**src/rtl/ccs_pkg.sv**
```systemverilog
package ccs_pkg;
  typedef enum logic [2:0] {
    ST_RUN   = 3'd0,
    ST_DRAIN = 3'd1,
    ST_IDLE  = 3'd2,
    ST_STOP  = 3'd3,
    ST_EXIT  = 3'd4
  } ccs_state_e;
endpackage

```
**src/rtl/ccs_sync.sv**
```systemverilog
module ccs_sync #(
  parameter int STAGES = 2
) (
  input  logic clk,
  input  logic rst,
  input  logic d_i,
  output logic q_o
);
  generate
    if (STAGES == 0) begin : g_bypass
      assign q_o = d_i;
    end else begin : g_chain
      logic [STAGES-1:0] sr;
      always_ff @(posedge clk) begin
        if (rst) begin
          sr <= '0;
        end else begin
          sr[0] <= d_i;
          for (int i = 1; i < STAGES; i++) sr[i] <= sr[i-1];
        end
      end
      assign q_o = sr[STAGES-1];
    end
  endgenerate
endmodule

```
**src/rtl/ccs_req_merge.sv**
```systemverilog
module ccs_req_merge #(
  parameter int HW_SYNC_STAGES = 2
) (
  input  logic clk,
  input  logic rst,
  input  logic hw_stop_req_i,
  input  logic wr_stop_en_i,
  input  logic wr_stop_val_i,
  output logic hw_req_o,
  output logic req_o
);
  logic sw_stop_q;
  logic hw_sync;

  ccs_sync #(.STAGES(HW_SYNC_STAGES)) u_sync (
    .clk (clk),
    .rst (rst),
    .d_i (hw_stop_req_i),
    .q_o (hw_sync)
  );

  always_ff @(posedge clk) begin
    if (rst) sw_stop_q <= 1'b0;
    else if (wr_stop_en_i) sw_stop_q <= wr_stop_val_i;
  end

  assign hw_req_o = hw_sync;
  assign req_o    = sw_stop_q | hw_sync;

  // a software write of 1 is visible as a request on the next edge
  a_r2_sw_write_req: assert property (@(posedge clk) disable iff (rst)
    (wr_stop_en_i && wr_stop_val_i) |=> req_o);
endmodule

```
**src/rtl/ccs_fsm.sv**
```systemverilog
module ccs_fsm
  import ccs_pkg::*;
(
  input  logic clk,
  input  logic rst,
  input  logic req_i,
  input  logic hw_req_i,
  input  logic tx_pending_i,
  input  logic bus_idle_i,
  input  logic suspend_i,
  input  logic auto_wake_en_i,
  input  logic wake_req_en_i,
  output logic ack_o,
  output logic force_init_o,
  output logic auto_clr_o,
  output logic wr_block_o
);
  ccs_state_e state_q, state_d;
  logic ack_q;
  logic hw_seen_q;

  always_comb begin
    state_d = state_q;
    unique case (state_q)
      ST_RUN:   if (req_i) state_d = ST_DRAIN;
      ST_DRAIN: if (!req_i) state_d = ST_RUN;
                else if (!tx_pending_i) state_d = ST_IDLE;
      ST_IDLE:  if (!req_i) state_d = ST_RUN;
                else if (bus_idle_i) state_d = ST_STOP;
      ST_STOP:  if (!req_i) state_d = ST_EXIT;
      ST_EXIT:  state_d = ST_RUN;
      default:  state_d = ST_RUN;
    endcase
  end

  always_ff @(posedge clk) begin
    if (rst) begin
      state_q   <= ST_RUN;
      ack_q     <= 1'b0;
      hw_seen_q <= 1'b0;
    end else begin
      state_q <= state_d;
      ack_q   <= (state_q == ST_STOP) && req_i;
      if (state_q == ST_RUN) hw_seen_q <= 1'b0;
      else if (state_q == ST_STOP && hw_req_i) hw_seen_q <= 1'b1;
    end
  end

  assign ack_o        = ack_q;
  assign force_init_o = (state_q == ST_IDLE) && req_i && bus_idle_i;
  assign auto_clr_o   = (state_q == ST_EXIT) && !req_i && hw_seen_q &&
                        auto_wake_en_i && wake_req_en_i && !suspend_i;
  assign wr_block_o   = (state_q == ST_STOP) || (state_q == ST_EXIT);

  // the bus-idle wait is entered only after the drain saw no pending transmit
  a_r3_drain_first: assert property (@(posedge clk) disable iff (rst)
    (state_q == ST_IDLE && $past(state_q) == ST_DRAIN) |-> $past(!tx_pending_i));

  // the acknowledge rises only after a cycle spent in the stopped state
  a_r4_ack_after_stop: assert property (@(posedge clk) disable iff (rst)
    $rose(ack_q) |-> $past(state_q) == ST_STOP);

  // a withdrawn request drops the acknowledge on the next edge
  a_r7_ack_drop: assert property (@(posedge clk) disable iff (rst)
    (ack_q && !req_i) |=> !ack_q);

  // no acknowledge while waiting in the drain or idle stages
  a_r11_no_early_ack: assert property (@(posedge clk) disable iff (rst)
    (state_q == ST_DRAIN || state_q == ST_IDLE) |-> !ack_q);
endmodule

```
**src/rtl/ccs_init_reg.sv**
```systemverilog
module ccs_init_reg #(
  parameter bit RESET_INIT = 1'b1
) (
  input  logic clk,
  input  logic rst,
  input  logic force_i,
  input  logic auto_clr_i,
  input  logic wr_block_i,
  input  logic wr_en_i,
  input  logic wr_val_i,
  output logic init_o
);
  logic init_q;

  always_ff @(posedge clk) begin
    if (rst) init_q <= RESET_INIT;
    else if (force_i) init_q <= 1'b1;
    else if (auto_clr_i) init_q <= 1'b0;
    else if (wr_en_i && !wr_block_i) init_q <= wr_val_i;
  end

  assign init_o = init_q;

  // a blocked write leaves the bit unchanged
  a_r6_write_blocked: assert property (@(posedge clk) disable iff (rst)
    (wr_block_i && wr_en_i && !auto_clr_i && !force_i) |=> $stable(init_q));

  // a forced entry always leaves the bit set
  a_r4_forced_set: assert property (@(posedge clk) disable iff (rst)
    force_i |=> init_q);
endmodule

```
**src/rtl/ccs_clock_stop.sv**
```systemverilog
module ccs_clock_stop #(
  parameter int HW_SYNC_STAGES = 2,
  parameter bit RESET_INIT     = 1'b1
) (
  input  logic clk,
  input  logic rst,
  input  logic hw_stop_req_i,
  input  logic wr_stop_en_i,
  input  logic wr_stop_val_i,
  input  logic wr_init_en_i,
  input  logic wr_init_val_i,
  input  logic tx_pending_i,
  input  logic bus_idle_i,
  input  logic suspend_i,
  input  logic auto_wake_en_i,
  input  logic wake_req_en_i,
  output logic stop_ack_o,
  output logic init_o,
  output logic stat_req_o,
  output logic stat_ack_o
);
  logic req, hw_req, ack, force_init, auto_clr, wr_block;

  ccs_req_merge #(.HW_SYNC_STAGES(HW_SYNC_STAGES)) u_req (
    .clk           (clk),
    .rst           (rst),
    .hw_stop_req_i (hw_stop_req_i),
    .wr_stop_en_i  (wr_stop_en_i),
    .wr_stop_val_i (wr_stop_val_i),
    .hw_req_o      (hw_req),
    .req_o         (req)
  );

  ccs_fsm u_fsm (
    .clk            (clk),
    .rst            (rst),
    .req_i          (req),
    .hw_req_i       (hw_req),
    .tx_pending_i   (tx_pending_i),
    .bus_idle_i     (bus_idle_i),
    .suspend_i      (suspend_i),
    .auto_wake_en_i (auto_wake_en_i),
    .wake_req_en_i  (wake_req_en_i),
    .ack_o          (ack),
    .force_init_o   (force_init),
    .auto_clr_o     (auto_clr),
    .wr_block_o     (wr_block)
  );

  ccs_init_reg #(.RESET_INIT(RESET_INIT)) u_init (
    .clk        (clk),
    .rst        (rst),
    .force_i    (force_init),
    .auto_clr_i (auto_clr),
    .wr_block_i (wr_block),
    .wr_en_i    (wr_init_en_i),
    .wr_val_i   (wr_init_val_i),
    .init_o     (init_o)
  );

  assign stop_ack_o = ack;
  assign stat_ack_o = ack;
  assign stat_req_o = req;

  // the acknowledge is never given without the initialization bit set
  a_r5_ack_needs_init: assert property (@(posedge clk) disable iff (rst)
    stop_ack_o |-> init_o);

  // with suspend active the bit never falls while no write is made
  a_r10_suspend_holds: assert property (@(posedge clk) disable iff (rst)
    ($past(suspend_i) && !$past(wr_init_en_i) && $past(init_o)) |-> init_o);
endmodule

```
**config.mk**
```make
export PLATFORM = sky130hd
export DESIGN_NAME = ccs_clock_stop
export DESIGN_NICKNAME = d
export VERILOG_FILES = /design/src/rtl/ccs_pkg.sv /design/src/rtl/ccs_sync.sv /design/src/rtl/ccs_req_merge.sv /design/src/rtl/ccs_fsm.sv /design/src/rtl/ccs_init_reg.sv /design/src/rtl/ccs_clock_stop.sv
export SDC_FILE = /design/constraint.sdc
export NUM_CORES = 1
export LEC_CHECK = 0
export BUFFER_PORTS_ARGS = -buffer_cell sky130_fd_sc_hd__buf_2
export CORE_MARGIN = 3
export CORE_UTILIZATION = 28
export DETAILED_ROUTE_END_ITERATION = 10
export HOLD_SLACK_MARGIN = 0.1
export PLACE_DENSITY_LB_ADDON = 0.25
export SLEW_MARGIN = 20
export SYNTH_ARGS = -nofsm -noshare
export SYNTH_HDL_FRONTEND = slang
export SYNTH_SLANG_ARGS = --single-unit
```
**constraint.sdc**
```tcl
create_clock -name clk -period 1.3 [get_ports clk]
set_input_delay 0.26 -clock clk [delete_from_list [all_inputs] [get_ports clk]]
set_output_delay 0.26 -clock clk [all_outputs]
set_load 0.02 [all_outputs]
```
==> metrics.yaml, run 1 <==
status: "complete, no violations"
syn_area_per_cell_sq_um: 8.63
grt_pass1_vias: 354
worstPathMaxFanout: 4
clkSlewWorstSetupHoldPaths_ns: 0.06
ys_seq_elements: 9
drt_first_pass_iters: 4
fin_nets: 80
io_buffers: 15
finalSetupViolCount: 0
yosys.area_share.simple_pct: 29.3
p_total_mw: 0.578
max_freq_ghz: 0.807
place.gp.congestion: 0.713
cts.sinks: 9
clockPowerShare_pct: 38.2
drtIter0Drc: 2
switching_share_pct: 24.7
cts_tree: "built"
min_period_ns: 1.24
htreeDepth: 1
cp.required_ns: 1.04
grt_usage_pct: 10.1
drive_gt1_share_pct: 34.3
rsz0062_at_grt: "no"
p_int_mw: 0.435
arrival_ns: 0.98
hold_violations: 0
max-slew-margin-rel_pct: 84.0
grt_pass1_wl_um: 1420
crit_path_end_kind: "output pin"
cts.hold.buffers_added: 0
multi_input_area_sq_um: 214
die_area_sq_mm: 0.00198
synth_top_family_by_area: "simple AND/OR/NAND/NOR gates"
ant_nets: 0
core_region_area_sq_mm: 0.00135
netlist.area_leader.share_pct: 43.5
p_leak_nw: 0.251
slowest_delay_ns: 0.34
timing.final.crit_share_pct: 95.3
synth_ff_type: "dfxtp_1"
syn_area_sq_um: 414
synth_cells: 48
root_buffer: "clkbuf_4"
synthToLayoutAreaGrowth_pct: 31.4
criticalPathCategory: "flop to output pin"
async_flop_share_pct: 0
synth_fa_ha_area_share_pct: 0
worst_clock_skew_ns: 0.00948
rows: 13
crit_chain: "nor2_4, inv_1, buf_2"
synth_warnings: 0
grt_max_degree: 10
antenna_cells: 0
synth-compound-area-share_pct: 18.1
final.setup.tns_ns: 0
clk_path_buf_depth: 2
p_comb_share_pct: 11.4
tightest_slew_ns: 0.238
syn-num-nets: 60
clock_latency_ns: 0.27
power.share.sequential_pct: 50.4
synthMuxAreaShare_pct: 2.42
wl_um: 872
synth-xor-area-share_pct: 0
slew_viol_final: 0
die_h_um: 44.5
synth_commonest_cells: "dfxtp_1 (9), nor2_1 (7), nand2_1 (3), o21ai_0 (3)"
post_cts_buffers: 0
critPathLaunchType: "flop"
pin_count: 16
synth_edf_count: 0
cpMaxStageDelayCell: "dfxtp_1"
drc_errors: 0
layout.area.seq_sq_um: 180
p_sw_mw: 0.142
synth_area_leaders: "dfxtp_1 (44%), nor2_1 (6.3%), o21ai_0 (3.6%)"
dp_hpwl_um: 658
ys_types: 23
vias: 392
hold_path_class: "input pin to flop"
seq_area_frac_synth_pct: 43.5
cts_resized: 1
fillCellCount: 144
synth.most_common_cell: "dfxtp_1"
start_util_pct: 30.7
die_w_um: 44.5
viasPerCell: 4.78
cts_buffers: 3
antenna_found_initial: 0
avgRoutedWirePerCell_um: 10.6
synth.largest_area_cell: "dfxtp_1"
overflow: 0
ir_worst_vdd_mv: 0.682
maxCapViolCount: 0
p_per_area_mw_per_mm2: 1060
critical path, delay by kind of cell (launching register included):
| kind | cells | cell delay, ns |
|---|---|---|
| flip-flops | 1 | 0.34 |
| AND/OR/NAND/NOR | 1 | 0.15 |
| buffers and inverters | 2 | 0.24 |
final cells by class:
class,count,share of cell area [%]
Clock buffer,4,4.83
Inverter,2,1.38
Multi-Input combinational cell,34,39.3
Sequential cell,9,33.1
Tap cell,15,3.45
Timing Repair Buffer,18,17.9
flip-flops by register name, indices dropped and copies added (netlist names):
name,count
u_fsm.hw_seen_q,1
u_fsm.ack_o,1
u_fsm.state_q,3
u_init.init_o,1
u_req.sw_stop_q,1
u_req.u_sync.g_chain.sr,2
cell families (layout without fill, tap and decap cells):
logic type / after synthesis / in the layout
AOI/OAI and AO/OA: 12 / 12
buffers and inverters: 5 / 24
DFF: 9 / 9
muxes: 1 / 1
and+or+nand+nor: 21 / 21
path summary, 6_finish.rpt:
kind                         startpoint                    endpoint  slack [ns]  depth (start not counted)
max                     u_req.sw_stop_q                  stat_req_o        0.06                          3
min                       hw_stop_req_i  u_req.u_sync.g_chain.sr[0]        0.21                          2
max reg2reg            u_fsm.state_q[2]               u_init.init_o        0.14                          4
min reg2reg  u_req.u_sync.g_chain.sr[0]  u_req.u_sync.g_chain.sr[1]        0.44                          1
metal layers:
| layer | track usage (%) | vias to the layer above | share of wire, % |
|---|---|---|---|
| met1 | 11.8 | 168 | 45 |
| met2 | 15.2 | 13 | 45 |
| met5 | 0 | - | 0 |
| li1 | - | 209 | - |
| met4 | 3.61 | 0 | 0.92 |
| met3 | 6.10 | 2 | 9.3 |
cells in the final DEF, fill, tap and decap left out:
master,Yosys,layout
or4b_1,1,1
nand2_1,3,3
o21ai_1,2,2
dfxtp_1,9,9
buf_4,2,3
o211ai_1,1,1
nor2_1,7,6
o31ai_1,1,1
nor2b_1,2,2
and3b_1,1,1
nor2_4,0,1
nor3b_1,2,2
nor2b_4,1,1
a31oi_1,1,1
clkbuf_1,0,1
o31a_1,1,1
a21oi_1,2,2
o21ai_0,3,3
inv_1,2,2
nand4b_1,1,1
nor3_1,2,2
buf_2,1,15
mux2i_1,1,1
clkbuf_4,0,3
o21ba_1,1,1
nand3_1,1,1
metrics by stage:
step | hold WS, ns | cell area, sq um | worst slack (ns) | cells | util, %
after floorplan | 0.329 | 414 | 0.105 | 48 | -
after detailed placement | 0.434 | 510 | 0.147 | 78 | 37.8
final | 0.209 | 544 | 0.0610 | 82 | 40.3
after CTS | 0.204 | 539 | 0.00583 | 82 | 39.9
after global placement | 0.426 | 510 | 0.150 | 78 | 37.8
after global routing | 0.209 | 544 | 0.00237 | 82 | 40.3
power groups by stage:
| stage | Sequential, mW | Clock, mW | Combinational, mW |
|---|---|---|---|
| 2_1_floorplan | 0.296 | 0 | 0.0345 |
| 3_3_place_gp | 0.296 | 0 | 0.0643 |
| 3_5_place_dp | 0.296 | 0 | 0.0647 |
| 4_1_cts | 0.290 | 0.227 | 0.0653 |
| 5_1_grt | 0.292 | 0.241 | 0.0743 |
| 6_report | 0.291 | 0.221 | 0.0656 |
(Power assumes the default switching activity.)
==> run 2: changes to the inputs <==
--- a/config.mk
+++ b/config.mk
@@ -6,9 +6,9 @@
 export NUM_CORES = 1
 export LEC_CHECK = 0
 export BUFFER_PORTS_ARGS = -buffer_cell sky130_fd_sc_hd__buf_2
-export CORE_MARGIN = 3
-export CORE_UTILIZATION = 28
+export CORE_AREA = 3 3 40 42
 export DETAILED_ROUTE_END_ITERATION = 10
+export DIE_AREA = 0 0 43 45
 export HOLD_SLACK_MARGIN = 0.1
 export PLACE_DENSITY_LB_ADDON = 0.25
 export SLEW_MARGIN = 20
==> run 2 against run 1 <==
Compared with the run above:
- largest power group unchanged
- combinational power barely moved
- flip-flop and latch count did not move
- non-clock buffer count did not move
- clock-buffer cell count did not move
- first-iteration DRC count rose to 3.5 times the previous value
- core utilization rose by 2.4 points
- clock skew fell by 0.0069 ns
==> metrics.yaml, run 2 (synthesized netlist as in run 1, its figures left out) <==
max_freq_ghz: 0.811  # +0.42%
wl_um: 883  # +1.3%
synthToLayoutAreaGrowth_pct: 32.6
r2r-start: "u_fsm.state_q[2]"
hold_path_end: "u_req.u_sync.g_chain.sr[0]"
drc_errors: 0  # unchanged
ant_nets: 0  # unchanged
worst_clock_skew_ns: 0.00261  # -0.00687 ns
grt_usage_pct: 10.1  # -0.033 points
post_cts_buffers: 0  # unchanged
fin_hold_ws_ns: 0.214  # +0.00528 ns
cp-startpoint: "u_req.sw_stop_q"
htreeDepth: 1  # unchanged
r2r_slack_ns: 0.12  # -0.02 ns
critPathLaunchType: "flop"
grt_pass1_wl_um: 1400  # -1.5%
fin_ws_ns: 0.0663  # +0.00524 ns
final_area_sq_um: 549  # +0.92%
tightest_slew_ns: 0.207  # -0.0305 ns
pin_count: 16  # unchanged
post_dp_cell_area_sq_um: 510  # unchanged
drtIter0Drc: 7  # +5
overflow: 0  # unchanged
slew_viol_final: 0  # unchanged
cts_resized: 1  # unchanged
rr_worst_depth: 4  # unchanged
clock_latency_ns: 0.26  # about the same
hp-start: "hw_stop_req_i"
slowest_delay_ns: 0.34  # about the same
place.gp.congestion: 0.743  # +4.2%
grt_pass1_vias: 352  # -0.56%
drive_gt1_share_pct: 35.8  # +1.5 points
place_ws_ns: 0.123  # -0.0238 ns
cts.hold.buffers_added: 0  # unchanged
cpMaxStageDelayCell: "dfxtp_1"
avgRoutedWirePerCell_um: 10.8  # +1.3%
cts_tree: "built"
fillCellCount: 134  # -6.9%
viasPerCell: 4.77  # -0.26%
hold_path_class: "input pin to flop"
top_regs: "u_fsm.state_q: 3 flops, u_req.u_sync.g_chain.sr: 2 flops"
antenna_found_initial: 0  # unchanged
io_buffers: 15  # unchanged
p_per_area_mw_per_mm2: 1040  # -1.9%
worstPathMaxFanout: 4  # unchanged
cp.required_ns: 1.04  # about the same
crit_chain: "nor2_4, inv_1, buf_2"
start_util_pct: 32.2  # +1.6 points
root_buffer: "clkbuf_4"
ir_worst_vdd_mv: 0.550  # -19%
maxCapViolCount: 0  # unchanged
cts.sinks: 9  # unchanged
rows: 13  # unchanged
fin_nets: 80  # unchanged
drt_first_pass_iters: 2  # -2
p_leak_nw: 0.252  # +0.41%
largest_reg_flops: 3  # unchanged
clk_path_buf_depth: 2  # unchanged
min_period_ns: 1.23  # -0.00524 ns
die_w_um: 43  # -3.3%
finalSetupViolCount: 0  # unchanged
crit_path_end_kind: "output pin"
clkSlewWorstSetupHoldPaths_ns: 0.06  # about the same
cts_buffers: 3  # unchanged
vias: 391  # -0.26%
arrival_ns: 0.97  # about the same
core_region_area_sq_mm: 0.00128  # -4.8%
regMostFlops: "u_fsm.state_q"
hold_violations: 0  # unchanged
antenna_cells: 0  # unchanged
layout_common_cells: "buf_2 (15), dfxtp_1 (9), nor2_1 (6)"
die_h_um: 45  # +1.2%
grt_max_degree: 10  # unchanged
whs_path_depth: 2  # unchanged
die_area_sq_mm: 0.00194  # -2.1%
mostFrequentLayoutCell: "buf_2"
status: "complete, no violations"
max-slew-margin-rel_pct: 86.1  # +2.0 points
r2r-end: "u_init.init_o"
dp_hpwl_um: 659  # about the same
timing.final.crit_share_pct: 94.9  # -0.40 points
criticalPathCategory: "flop to output pin"
[run 2: worst max-delay path: cells and delay by family, from the launching register on]
family	cells	cell delay, ns
flops	1	0.34
simple gates	1	0.14
buf+inv	2	0.24
[run 2: layer usage]
layer  part of all wire [%]  routed length, um  global-route usage (%)  vias to the layer above
met5                      0                  0                       0                        -
met4                    2.2                 19                    10.2                        0
met3                    6.1                 54                    2.39                        4
met2                     48                421                    14.7                       11
met1                     44                387                    11.9                      171
li1                       -                  -                       -                      205
[run 2: area by class of cell]
| cell class | count | area [sq um] | share of cell area [%] |
|---|---|---|---|
| Clock buffer | 4 | 26.3 | 4.78 |
| Timing Repair Buffer | 18 | 97.6 | 17.8 |
| Sequential cell | 9 | 180 | 32.8 |
| Inverter | 2 | 7.51 | 1.37 |
| Multi-Input combinational cell | 34 | 219 | 39.9 |
| Tap cell | 15 | 18.8 | 3.42 |
[run 2: worst max-delay path by stage]
| stage | endpoint | slack [ns] |
|---|---|---|
| 4_1_cts | stat_req_o | 0.01 |
| 2_1_floorplan | u_init.init_o | 0.10 |
| 5_1_grt | stat_req_o | -0.00006 |
| 6_report | stat_req_o | 0.07 |
| 3_5_place_dp | u_init.init_o | 0.12 |
| 3_3_place_gp | u_init.init_o | 0.15 |
[run 2: per-stage QoR]
| stage | cells | total power [mW] | utilization, % | TNS (ns) |
|---|---|---|---|---|
| floorplan | 48 | 0.331 | - | 0 |
| global placement | 78 | 0.360 | 39.7 | 0 |
| detailed placement | 78 | 0.360 | 39.7 | 0 |
| CTS | 82 | 0.579 | 42.0 | 0 |
| global route | 82 | 0.597 | 42.7 | -0.0000557 |
| finish | 82 | 0.572 | 42.7 | 0 |
[run 2: where the power goes]
group / switching, mW / internal (mW) / leakage, nW
clock: 0.0963 / 0.118 / 0.0150
combinational: 0.0332 / 0.0327 / 0.163
sequential: 0.00697 / 0.284 / 0.0735
==> run 3: changes to the inputs <==
--- a/config.mk
+++ b/config.mk
@@ -5,10 +5,11 @@
 export SDC_FILE = /design/constraint.sdc
 export NUM_CORES = 1
 export LEC_CHECK = 0
+export ABC_AREA = 1
 export BUFFER_PORTS_ARGS = -buffer_cell sky130_fd_sc_hd__buf_2
-export CORE_AREA = 3 3 40 42
+export CORE_MARGIN = 3
+export CORE_UTILIZATION = 35
 export DETAILED_ROUTE_END_ITERATION = 10
-export DIE_AREA = 0 0 43 45
 export HOLD_SLACK_MARGIN = 0.1
 export PLACE_DENSITY_LB_ADDON = 0.25
 export SLEW_MARGIN = 20
==> run 3 against run 2 <==
Compared with the run above:
- combinational power increased to 5.3 times the previous value
- hold slack got worse by 0.0054 ns
- sequential power grew 24%
- clock skew is essentially flat
- core utilization grew 7.1 points
- register-to-register slack improved by 0.04 ns
- critical endpoint unchanged
- die area down 3.8%
- cell count grew 34%
- cell area grew 9.1%
- total power grew 60%
- routed wire length grew 3.4%
- non-clock buffer count fell by 3
==> metrics.yaml, run 3 <==
viasPerCell: 4.37  # -8.3%
grt_pass1_wl_um: 1620  # +16%
htreeDepth: 1  # unchanged
cpMaxStageDelayCell: "dfxtp_1"
slew_viol_final: 0  # unchanged
ir_worst_vdd_mv: 0.989  # +80%
fillCellCount: 131  # -2.2%
die_area_sq_mm: 0.00186  # -3.8%
cp.depth: 3  # unchanged
worst-path-buf-inv: 2  # unchanged
slowest_delay_ns: 0.35  # about the same
clkSlewWorstSetupHoldPaths_ns: 0.06  # about the same
drtIter0Drc: 9  # +2
synth_cells: 78  # +63%
overflow: 0  # unchanged
synth_ff_type: "dfxtp_1"
max-slew-margin-rel_pct: 83.8  # -2.2 points
timing.final.crit_share_pct: 93.3  # -1.6 points
drive_gt1_share_pct: 27.1  # -8.7 points
cts_buffers: 3  # unchanged
dp_cells: 106  # +36%
core_region_area_sq_mm: 0.00120  # -6.5%
hold_violations: 0  # unchanged
final_util_pct: 49.9  # +7.1 points
syn-num-nets: 90  # +50%
largest_reg_flops: 3  # unchanged
ys_types: 15  # -35%
avgRoutedWirePerCell_um: 8.30  # -23%
cts.hold.buffers_added: 0  # unchanged
antenna_cells: 0  # unchanged
maxCapViolCount: 0  # unchanged
pin_count: 16  # unchanged
seq_area_frac_synth_pct: 37.3  # -6.2 points
synth.largest_area_cell: "dfxtp_1"
grt_usage_pct: 11.3  # +1.2 points
layout_common_cells: "nor2_1 (22), buf_2 (15), inv_1 (14), nand2_1 (11)"
dp_hpwl_um: 793  # +20%
final_area_sq_um: 599  # +9.1%
fin_hold_ws_ns: 0.209  # -0.00539 ns
synth_commonest_cells: "nor2_1 (22), inv_1 (14), nand2_1 (12), dfxtp_1 (9), nand3_1 (7)"
status: "complete, no violations"
clk_path_buf_depth: 2  # unchanged
cts_tree: "built"
critPathLaunchType: "flop"
final.setup.tns_ns: 0  # unchanged
root_buffer: "clkbuf_4"
post_dp_cell_area_sq_um: 568  # +11%
synth_area_leaders: "dfxtp_1 (37%), nor2_1 (17%), inv_1 (11%)"
p_total_mw: 0.917  # +60%
syn_area_per_cell_sq_um: 6.19  # -28%
ys_seq_elements: 9  # unchanged
arrival_ns: 0.95  # -0.02 ns
drt_first_pass_iters: 4  # +2
place.gp.congestion: 0.707  # -5.0%
cp-startpoint: "u_req.u_sync.g_chain.sr[1]"
die_w_um: 43.1  # +0.34%
mostFrequentLayoutCell: "nor2_1"
r2r-start: "u_fsm.state_q[1]"
async_flop_share_pct: 0  # unchanged
crit_path_end_kind: "output pin"
crit_family: "flip-flops"
criticalPathCategory: "flop to output pin"
crit_chain: "inv_1, nand2_2, buf_2"
fin_ws_ns: 0.0871  # +0.0208 ns
min_period_ns: 1.21  # -0.0209 ns
top_regs: "u_fsm.state_q: 3 flops, u_req.u_sync.g_chain.sr: 2 flops"
r2r-end: "u_init.init_o"
drc_errors: 0  # unchanged
rr_worst_depth: 7  # +3
antenna_found_initial: 0  # unchanged
ant_nets: 0  # unchanged
wl_um: 913  # +3.4%
finalSetupViolCount: 0  # unchanged
synthToLayoutAreaGrowth_pct: 24.1
crit_end: "stat_req_o"
post_cts_buffers: 0  # unchanged
synth.most_common_cell: "nor2_1"
regMostFlops: "u_fsm.state_q"
p_leak_nw: 0.325  # +29%
cp.required_ns: 1.04  # about the same
clock_latency_ns: 0.25  # about the same
synth_edf_count: 0  # unchanged
die_h_um: 43.1  # -4.1%
r2r_slack_ns: 0.16  # +0.04 ns
fin_nets: 109  # +36%
max_freq_ghz: 0.824  # +1.7%
vias: 481  # +23%
rsz0062_at_grt: "no"
worst_clock_skew_ns: 0.00218  # -0.000429 ns
rows: 12  # -1
cts.sinks: 9  # unchanged
stdcell_count: 110  # +34%
hold_path_class: "input pin to flop"
p_per_area_mw_per_mm2: 1530  # +47%
synth_warnings: 0  # unchanged
grt_pass1_vias: 396  # +13%
start_util_pct: 40.2  # +8.0 points
tightest_slew_ns: 0.242  # +0.0345 ns
grt_max_degree: 8  # -2
io_buffers: 15  # unchanged
worstPathMaxFanout: 6  # +2
syn_area_sq_um: 483  # +17%
place_ws_ns: 0.135  # +0.0116 ns
netlist.area_leader.share_pct: 37.3  # -6.2 points
==> run 3: cell count changes in the layout (fill, tap and decap cells not counted), moves of 2 or more <==
cell,delta
nor2_1,+16
inv_1,+12
nand2_1,+8
nand3_1,+6
buf_4,-3
nor2_2,+3
dfxtp_1,-2
dfxtp_2,+2
nand4_1,+2
nor2b_1,-2
o21ai_1,-2
==> run 3: power by group <==
| part | total (mW) | internal, mW | leakage, nW | switching (mW) |
|---|---|---|---|---|
| Sequential | 0.360 | 0.320 | 0.0747 | 0.0401 |
| Combinational | 0.349 | 0.129 | 0.235 | 0.220 |
| Clock | 0.208 | 0.118 | 0.0150 | 0.0902 |
| Total | 0.917 | 0.567 | 0.325 | 0.350 |
==> run 3: how the worst min path moves through the flow <==
| stage | from | to | slack, ns | depth (start not counted) |
|---|---|---|---|---|
| 6_report | hw_stop_req_i | u_req.u_sync.g_chain.sr[0] | 0.21 | 3 |
| 3_5_place_dp | u_req.u_sync.g_chain.sr[0] | u_req.u_sync.g_chain.sr[1] | 0.39 | 2 |
| 2_1_floorplan | rst | u_req.u_sync.g_chain.sr[0] | 0.33 | 1 |
| 5_1_grt | hw_stop_req_i | u_req.u_sync.g_chain.sr[0] | 0.21 | 3 |
| 3_3_place_gp | u_req.u_sync.g_chain.sr[0] | u_req.u_sync.g_chain.sr[1] | 0.39 | 2 |
| 4_1_cts | hw_stop_req_i | u_req.u_sync.g_chain.sr[0] | 0.20 | 3 |
==> run 3: routing by layer <==
metal | track usage [%] | vias up | wire length [um]
met2 | 15.6 | 15 | 398
met3 | 6.78 | 0 | 98
met4 | 1.81 | 0 | 0
li1 | - | 272 | -
met1 | 15.1 | 194 | 416
met5 | 0 | - | 0
==> run 3: worst reg2reg max path: stages, from the launching register on <==
cell     delay, ns
dfxtp_2       0.34
nor2_1        0.14
inv_1         0.07
nor2_1        0.12
nor2_1        0.07
or2_1         0.20
nand3_1       0.06
nand2_1       0.04
==> run 3: cell families (layout without fill, tap and decap cells) <==
logic type / count (synthesis) / after routing / synth area share (%)
buffers and inverters: 16 / 34 / 13.2
AO/OA/AOI/OAI: 4 / 4 / 4.66
AND/OR/NAND/NOR: 49 / 49 / 44.8
flip-flops: 9 / 9 / 37.3
==> run 3: repair_timing <==
item,4_1_cts,5_1_grt
setup endpoints to repair,0,2
hold endpoints to repair,0,0
resized for setup,0,3
==> run 3: final cells by class <==
cell class	count	area, sq um	area share (%)
clock buffer	4	26.3	4.38
inverter	15	56.3	9.39
multi-input combinational	53	241	40.3
sequential	9	183	30.5
tap	14	17.5	2.92
timing repair buffer	15	75.1	12.5
